==> config.mk <==
export PLATFORM = sky130hd
export DESIGN_NAME = lsc_shift_clk_gen
export DESIGN_NICKNAME = d
export VERILOG_FILES = /design/src/rtl/lsc_pkg.sv /design/src/rtl/lsc_cfg_regs.sv /design/src/rtl/lsc_pos_counter.sv /design/src/rtl/lsc_line_fsm.sv /design/src/rtl/lsc_shift_clk_gen.sv
export SDC_FILE = /design/constraint.sdc
export NUM_CORES = 1
export LEC_CHECK = 0
export ABC_AREA = 1
export BUFFER_PORTS_ARGS = -buffer_cell sky130_fd_sc_hd__buf_2
export CAP_MARGIN = 20
export CORE_MARGIN = 1
export CORE_UTILIZATION = 30
export CTS_CLUSTER_SIZE = 25
export DETAILED_ROUTE_END_ITERATION = 12
export PLACE_DENSITY_LB_ADDON = 0.15
export SLEW_MARGIN = 20
export SYNTH_ARGS = -nofsm -noshare
export SYNTH_HDL_FRONTEND = slang
export SYNTH_SLANG_ARGS = --single-unit
export TNS_END_PERCENT = 5
==> constraint.sdc <==
create_clock -name clk -period 2.4 [get_ports clk]
set_input_delay 0 -clock clk [delete_from_list [all_inputs] [get_ports clk]]
set_output_delay 0 -clock clk [all_outputs]
set_load 0.03 [all_outputs]
==> src/rtl/lsc_pkg.sv <==
package lsc_pkg;

    localparam int LSC_RISE_W  = 3;
    localparam int LSC_WIDTH_W = 6;
    localparam int LSC_DATA_W  = 16;
    localparam int LSC_WIDTH_LSB = 8;
    localparam int LSC_CNT_W   = 8;
    localparam int LSC_FIX_RISE = 8;

    localparam logic [1:0] MODE_STOP = 2'b00;
    localparam logic [1:0] MODE_DOT  = 2'b01;

    typedef enum logic [2:0] {
        ST_STOP     = 3'd0,
        ST_PRE      = 3'd1,
        ST_PULSE    = 3'd2,
        ST_POST     = 3'd3,
        ST_FIX_LOW  = 3'd4,
        ST_FIX_HIGH = 3'd5,
        ST_IDLE     = 3'd6
    } lsc_state_e;

endpackage

==> src/rtl/lsc_cfg_regs.sv <==
module lsc_cfg_regs
    import lsc_pkg::*;
#(
    parameter int RISE_W    = LSC_RISE_W,
    parameter int WIDTH_W   = LSC_WIDTH_W,
    parameter int DATA_W    = LSC_DATA_W,
    parameter int WIDTH_LSB = LSC_WIDTH_LSB
) (
    input  logic               clk,
    input  logic               rst_n,
    input  logic               wr_en,
    input  logic [DATA_W-1:0]  wr_data,
    input  logic               line_start,
    output logic [DATA_W-1:0]  rd_data,
    output logic [RISE_W-1:0]  act_rise,
    output logic [WIDTH_W-1:0] act_width,
    output logic [RISE_W-1:0]  eff_rise,
    output logic [WIDTH_W-1:0] eff_width
);

    logic [RISE_W-1:0]  pend_rise;
    logic [WIDTH_W-1:0] pend_width;

    // Pending copy: written by the port, transferred at line start.
    always_ff @(posedge clk) begin
        if (!rst_n) begin
            pend_rise  <= '0;
            pend_width <= '0;
            act_rise   <= '0;
            act_width  <= '0;
        end else begin
            if (line_start) begin
                act_rise  <= pend_rise;
                act_width <= pend_width;
            end
            if (wr_en) begin
                pend_rise  <= wr_data[RISE_W-1:0];
                pend_width <= wr_data[WIDTH_LSB +: WIDTH_W];
            end
        end
    end

    // Settings seen by the sequencer for the position being entered.
    always_comb begin
        eff_rise  = line_start ? pend_rise  : act_rise;
        eff_width = line_start ? pend_width : act_width;
    end

    always_comb begin
        rd_data = '0;
        rd_data[RISE_W-1:0]          = pend_rise;
        rd_data[WIDTH_LSB +: WIDTH_W] = pend_width;
    end

    AST_ACTIVE_HOLD: assert property (@(posedge clk) disable iff (!rst_n)
        !line_start |=> ($stable(act_rise) && $stable(act_width)));

endmodule

==> src/rtl/lsc_pos_counter.sv <==
module lsc_pos_counter
    import lsc_pkg::*;
#(
    parameter int CNT_W = LSC_CNT_W
) (
    input  logic             clk,
    input  logic             rst_n,
    input  logic             clr,
    input  logic             cnt_en,
    output logic [CNT_W-1:0] cnt,
    output logic [CNT_W-1:0] cnt_nxt
);

    localparam logic [CNT_W-1:0] CNT_MAX = {CNT_W{1'b1}};

    always_comb begin
        if (clr)
            cnt_nxt = '0;
        else if (cnt_en && (cnt != CNT_MAX))
            cnt_nxt = cnt + 1'b1;
        else
            cnt_nxt = cnt;
    end

    always_ff @(posedge clk) begin
        if (!rst_n)
            cnt <= '0;
        else
            cnt <= cnt_nxt;
    end

    AST_CNT_CLEAR: assert property (@(posedge clk) disable iff (!rst_n)
        clr |=> (cnt == '0));

    AST_CNT_HOLD: assert property (@(posedge clk) disable iff (!rst_n)
        (!clr && !cnt_en) |=> $stable(cnt));

    AST_CNT_NO_WRAP: assert property (@(posedge clk) disable iff (!rst_n)
        (!clr && (cnt == CNT_MAX)) |=> (cnt == CNT_MAX));

endmodule

==> src/rtl/lsc_line_fsm.sv <==
module lsc_line_fsm
    import lsc_pkg::*;
#(
    parameter int RISE_W   = LSC_RISE_W,
    parameter int WIDTH_W  = LSC_WIDTH_W,
    parameter int CNT_W    = LSC_CNT_W,
    parameter int FIX_RISE = LSC_FIX_RISE
) (
    input  logic               clk,
    input  logic               rst_n,
    input  logic               line_start,
    input  logic               ltps_panel,
    input  logic [1:0]         disp_mode,
    input  logic [CNT_W-1:0]   pos_nxt,
    input  logic [RISE_W-1:0]  eff_rise,
    input  logic [WIDTH_W-1:0] eff_width,
    output logic               sclk,
    output logic               lclk
);

    localparam int SUM_W = CNT_W + 1;
    localparam logic [SUM_W-1:0] FIX_POS = SUM_W'(FIX_RISE);

    lsc_state_e state, state_nxt;

    logic [SUM_W-1:0] pos_ext, rise_ext, end_ext;
    lsc_state_e prog_state, fix_state;

    always_comb begin
        pos_ext  = SUM_W'(pos_nxt);
        rise_ext = SUM_W'(eff_rise);
        end_ext  = rise_ext + SUM_W'(eff_width);
    end

    // Classification of the next position under programmed timing.
    always_comb begin
        if (eff_width == '0)
            prog_state = ST_POST;
        else if (pos_ext < rise_ext)
            prog_state = ST_PRE;
        else if (pos_ext < end_ext)
            prog_state = ST_PULSE;
        else
            prog_state = ST_POST;
    end

    // Classification under the fixed line-clock waveform.
    always_comb begin
        fix_state = (pos_ext < FIX_POS) ? ST_FIX_LOW : ST_FIX_HIGH;
    end

    always_comb begin
        state_nxt = state;
        if (disp_mode == MODE_STOP) begin
            state_nxt = ST_STOP;
        end else if (line_start) begin
            if (!ltps_panel)
                state_nxt = fix_state;
            else if (disp_mode == MODE_DOT)
                state_nxt = prog_state;
            else
                state_nxt = ST_IDLE;
        end else begin
            unique case (state)
                ST_STOP, ST_IDLE:            state_nxt = state;
                ST_PRE, ST_PULSE, ST_POST:   state_nxt = prog_state;
                ST_FIX_LOW, ST_FIX_HIGH:     state_nxt = fix_state;
                default:                     state_nxt = ST_STOP;
            endcase
        end
    end

    always_ff @(posedge clk) begin
        if (!rst_n)
            state <= ST_STOP;
        else
            state <= state_nxt;
    end

    always_comb begin
        sclk = 1'b0;
        lclk = 1'b0;
        unique case (state)
            ST_PULSE:    sclk = 1'b1;
            ST_FIX_HIGH: lclk = 1'b1;
            default: begin
                sclk = 1'b0;
                lclk = 1'b0;
            end
        endcase
    end

    AST_STOP_STATE: assert property (@(posedge clk) disable iff (!rst_n)
        (disp_mode == MODE_STOP) |=> (state == ST_STOP));

    AST_STOP_UNTIL_LINE: assert property (@(posedge clk) disable iff (!rst_n)
        ((state == ST_STOP) && !line_start) |=> (state == ST_STOP));

endmodule

==> src/rtl/lsc_shift_clk_gen.sv <==
module lsc_shift_clk_gen
    import lsc_pkg::*;
#(
    parameter int RISE_W    = LSC_RISE_W,
    parameter int WIDTH_W   = LSC_WIDTH_W,
    parameter int DATA_W    = LSC_DATA_W,
    parameter int WIDTH_LSB = LSC_WIDTH_LSB,
    parameter int CNT_W     = LSC_CNT_W,
    parameter int FIX_RISE  = LSC_FIX_RISE
) (
    input  logic              clk,
    input  logic              rst_n,
    input  logic              cnt_en,
    input  logic              line_start,
    input  logic              ltps_panel,
    input  logic [1:0]        disp_mode,
    input  logic              wr_en,
    input  logic [DATA_W-1:0] wr_data,
    output logic [DATA_W-1:0] rd_data,
    output logic              sclk_a,
    output logic              sclk_b,
    output logic              lclk
);

    localparam int SUM_W = CNT_W + 1;

    logic [RISE_W-1:0]  act_rise, eff_rise;
    logic [WIDTH_W-1:0] act_width, eff_width;
    logic [CNT_W-1:0]   pos, pos_nxt;
    logic               sclk;

    lsc_cfg_regs #(
        .RISE_W(RISE_W), .WIDTH_W(WIDTH_W),
        .DATA_W(DATA_W), .WIDTH_LSB(WIDTH_LSB)
    ) i_cfg (
        .clk(clk), .rst_n(rst_n), .wr_en(wr_en), .wr_data(wr_data),
        .line_start(line_start), .rd_data(rd_data),
        .act_rise(act_rise), .act_width(act_width),
        .eff_rise(eff_rise), .eff_width(eff_width)
    );

    lsc_pos_counter #(.CNT_W(CNT_W)) i_cnt (
        .clk(clk), .rst_n(rst_n), .clr(line_start), .cnt_en(cnt_en),
        .cnt(pos), .cnt_nxt(pos_nxt)
    );

    lsc_line_fsm #(
        .RISE_W(RISE_W), .WIDTH_W(WIDTH_W),
        .CNT_W(CNT_W), .FIX_RISE(FIX_RISE)
    ) i_fsm (
        .clk(clk), .rst_n(rst_n), .line_start(line_start),
        .ltps_panel(ltps_panel), .disp_mode(disp_mode),
        .pos_nxt(pos_nxt), .eff_rise(eff_rise), .eff_width(eff_width),
        .sclk(sclk), .lclk(lclk)
    );

    assign sclk_a = sclk;
    assign sclk_b = sclk;

    AST_RESET_LOW: assert property (@(posedge clk)
        !rst_n |=> (!sclk_a && !sclk_b && !lclk && (pos == '0)));

    AST_PULSE_WINDOW: assert property (@(posedge clk) disable iff (!rst_n)
        sclk_a |-> ((SUM_W'(pos) >= SUM_W'(act_rise)) &&
                    (SUM_W'(pos) < SUM_W'(act_rise) + SUM_W'(act_width))));

    AST_NO_ZERO_PULSE: assert property (@(posedge clk) disable iff (!rst_n)
        sclk_a |-> (act_width != '0));

    AST_NO_OVERLAP: assert property (@(posedge clk) disable iff (!rst_n)
        !(sclk_a && lclk));

    AST_FIX_EARLY_LOW: assert property (@(posedge clk) disable iff (!rst_n)
        lclk |-> (SUM_W'(pos) >= SUM_W'(FIX_RISE)));

    AST_STOP_OUT_LOW: assert property (@(posedge clk) disable iff (!rst_n)
        (disp_mode == MODE_STOP) |=> (!sclk_a && !lclk));

endmodule

==> flow_metrics.tcl <==
set metrics [dict create \
    switching_share 0.3008 \
    yosysUniqueCellTypes 39 \
    avgSynthCellArea_um2 7.148 \
    die_w_um 81.91 \
    startpoint_type "flip-flop" \
    rsz0062_at_grt "yes" \
    violations "negative setup slack" \
    sequentialPowerShare 0.394 \
    p_sw_w 0.0003996 \
    row_count 28 \
    critical_path_class "flip-flop to flip-flop" \
    dr.first_iter.drc_count 60 \
    synth.cell_area_um2 1916 \
    grt_pass1_vias 1739 \
    comb_power_share 0.274 \
    leakagePower_nw 1.282 \
    power_frac_clock 0.331 \
    cp-startpoint "i_cfg.pend_width[0]" \
    status "complete, but fails checks" \
    place.gp.congestion 0.7506 \
    endpoint_kind "flip-flop" \
    power_density_nw_per_um2 514.3 \
    final_nets 377 \
    fmax_mhz 392.3 \
    skew_ns 0.004326 \
    hp-class "input port to flip-flop" \
    num_antenna_cells 0 \
    finalSetupViolCount 1 \
    grt_pass1_wl_um 7534 \
    hold_violations 0 \
    timing.final.ws_setup_ns -0.1493 \
    track_usage 0.1482 \
    maxSlewViolCount 0 \
    synth-seq-area-share 0.3031 \
    timing.rr.start "i_cfg.pend_width[0]" \
    cts-htree-levels 2 \
    antenna_left 0 \
    netlist_instances 268 \
    cts_num_sinks 29 \
    cts_tree "built" \
    final_util 0.4286 \
    via_per_inst 4.337 \
    antenna_found_initial 0 \
    clk_pin_slew_ns 0.07 \
    clock_latency_ns 0.28 \
    grt_overflow 0 \
    numCtsBuffers 5 \
    vias 1804 \
    cts_buffer_depth 2 \
    die_area_um2 6709 \
    core-area_um2 6026 \
    final_common_cell "nor2_1" \
    worst_pin_slew_ns 0.5129 \
    layout-drive-gt1-share 0.3343 \
    ff2ff_path_depth 16 \
    period_share 1.062 \
    grt_max_degree 18 \
    min-delay-start "rst_n" \
    dp_hpwl_um 3408 \
    detail_route.wl_per_cell_um 10.48 \
    critPathArrivalTime_ns 2.71 \
    dp_cells 398 \
    finalNonFillerCells 416 \
    layout_common_cells "nor2_1 (47), buf_4 (36), inv_1 (32), nand2_1 (32), buf_2 (28)" \
    initial_core_util 0.3179 \
    io_buffers 28 \
    relSlewSlack 0.6559 \
    worstPathRequired_ns 2.56 \
    ys_warn_count 0 \
    drc 0 \
    irDropWorstVdd_mv 0.2512 \
    cp_max_fo 2 \
    fin_crit_ns 2.549 \
    root_buffer "clkbuf_8" \
    p_int_w 0.0009286 \
    io_pins 43 \
    max-cap-violations 0 \
    areaGrowthSynthToFinish_pct 34.81 \
    die_y_um 81.91 \
    postRouteWirelength_um 4360 \
    drtPass1Iterations 4 \
    min_path_cells 3 \
    ys_ff_latch 29 \
]
what timing repair did:
action                     4_1_cts  5_1_grt
pin swaps                        4        3
setup endpoints to repair        1        1
gates resized for setup          1        5
hold buffers                     9        0
setup buffers                    0        1
hold endpoints to repair         9        0
layer usage:
metal | global-route usage | wire length, µm | vias to the layer above
met5 | 0 | 0 | -
met4 | 0.04737 | 59 | 0
met3 | 0.02778 | 119 | 7
met2 | 0.2562 | 2039 | 27
met1 | 0.1835 | 2142 | 782
li1 | - | - | 988
power by group through the flow:
stage,Clock [W],Combinational [W],Sequential (W)
2_1_floorplan,0,0.000216,0.000553
3_3_place_gp,0,0.000342,0.000534
3_5_place_dp,0,0.000343,0.000534
4_1_cts,0.000464,0.000357,0.000524
5_1_grt,0.000484,0.000409,0.000526
6_report,0.000440,0.000365,0.000524
stage by stage:
stage | TNS [ns] | worst slack (ns) | hold WS, ns | area, µm² | power, W
CTS | -0.1334 | -0.1334 | 0.05536 | 2556 | 0.001346
global placement | -0.1781 | -0.1781 | 0.2264 | 2361 | 0.0008760
finish | -0.1493 | -0.1493 | 0.06079 | 2582 | 0.001328
detailed placement | -0.1915 | -0.1915 | 0.2274 | 2361 | 0.0008774
global route | -0.3235 | -0.3235 | 0.08762 | 2582 | 0.001420
floorplan | -0.1743 | -0.1743 | 0.1336 | 1959 | 0.0007695
synthesized netlist by cell type, drive strengths merged:
cell type	n	area, µm²
nor2	52	220.2
ha	12	150.1
fa	1	20.02
clkbuf	3	11.26
clkinv	2	7.510
xnor2	1	8.760
inv	35	138.9
a211oi	1	7.510
conb	1	3.750
o21bai	1	7.510
nor3	6	30.03
or2	9	56.31
xor2	4	35.03
nand4	3	18.77
buf	11	83.82
a21oi	10	53.80
o21ai	19	95.09
nor4	1	6.260
nand3b	1	7.510
nand2	43	207.7
and3	1	6.260
o31ai	1	7.510
dfxtp	29	580.6
nand3	15	105.1
o21a	6	46.30
sequential cells by signal, summed over array words and instances, names as in the netlist:
| signal | flops |
|---|---|
| i_cfg.act_rise | 3 |
| i_cfg.act_width | 6 |
| i_cfg.pend_rise | 3 |
| i_cfg.pend_width | 6 |
| i_cnt.cnt | 8 |
| i_fsm.state | 3 |
worst paths after layout:
kind | endpoint | slack [ns]
worst min register to register | i_cfg.act_rise[0] | 0.48
worst max register to register | i_fsm.state[0] | -0.15
worst min-delay path | i_cfg.pend_rise[2] | 0.06
worst max-delay path | i_fsm.state[0] | -0.15
kinds of logic (layout without fill, tap and decap cells):
logic type	count (synthesis)	in the layout	share of synthesized area
AOI/OAI and AO/OA	38	38	0.1137
xor gates and xnor gates	5	5	0.02286
adders and majority gates	13	13	0.08883
buffers and inverters	51	118	0.1261
DFF	29	29	0.3031
other	1	7	0.001958
and+or+nand+nor	131	131	0.3436
worst max-delay path: stages (launching register included):
cell and delay (ns):
dfxtp_4 0.33, or2_1 0.08, o21a_1 0.14, ha_2 0.20
inv_2 0.04, fa_2 0.37, nor2_2 0.11, o21ai_2 0.07
xor2_1 0.14, ha_1 0.31, buf_4 0.14, a211oi_2 0.18
nand2_1 0.07, nand3_1 0.08, nand3_2 0.06, nand2_2 0.06
a21oi_2 0.04
final cells by class:
| cell class | count | area, µm² |
|---|---|---|
| flip-flops and latches | 29 | 590.6 |
| fillers | 642 | 3443 |
| well taps | 75 | 93.84 |
| clock inverters | 1 | 5.005 |
| multi-input cells | 194 | 1150 |
| clock buffers | 7 | 96.34 |
| inverters | 37 | 146.4 |
| repair buffers | 73 | 500.5 |
Note: power is estimated with default switching activity, not from simulation.
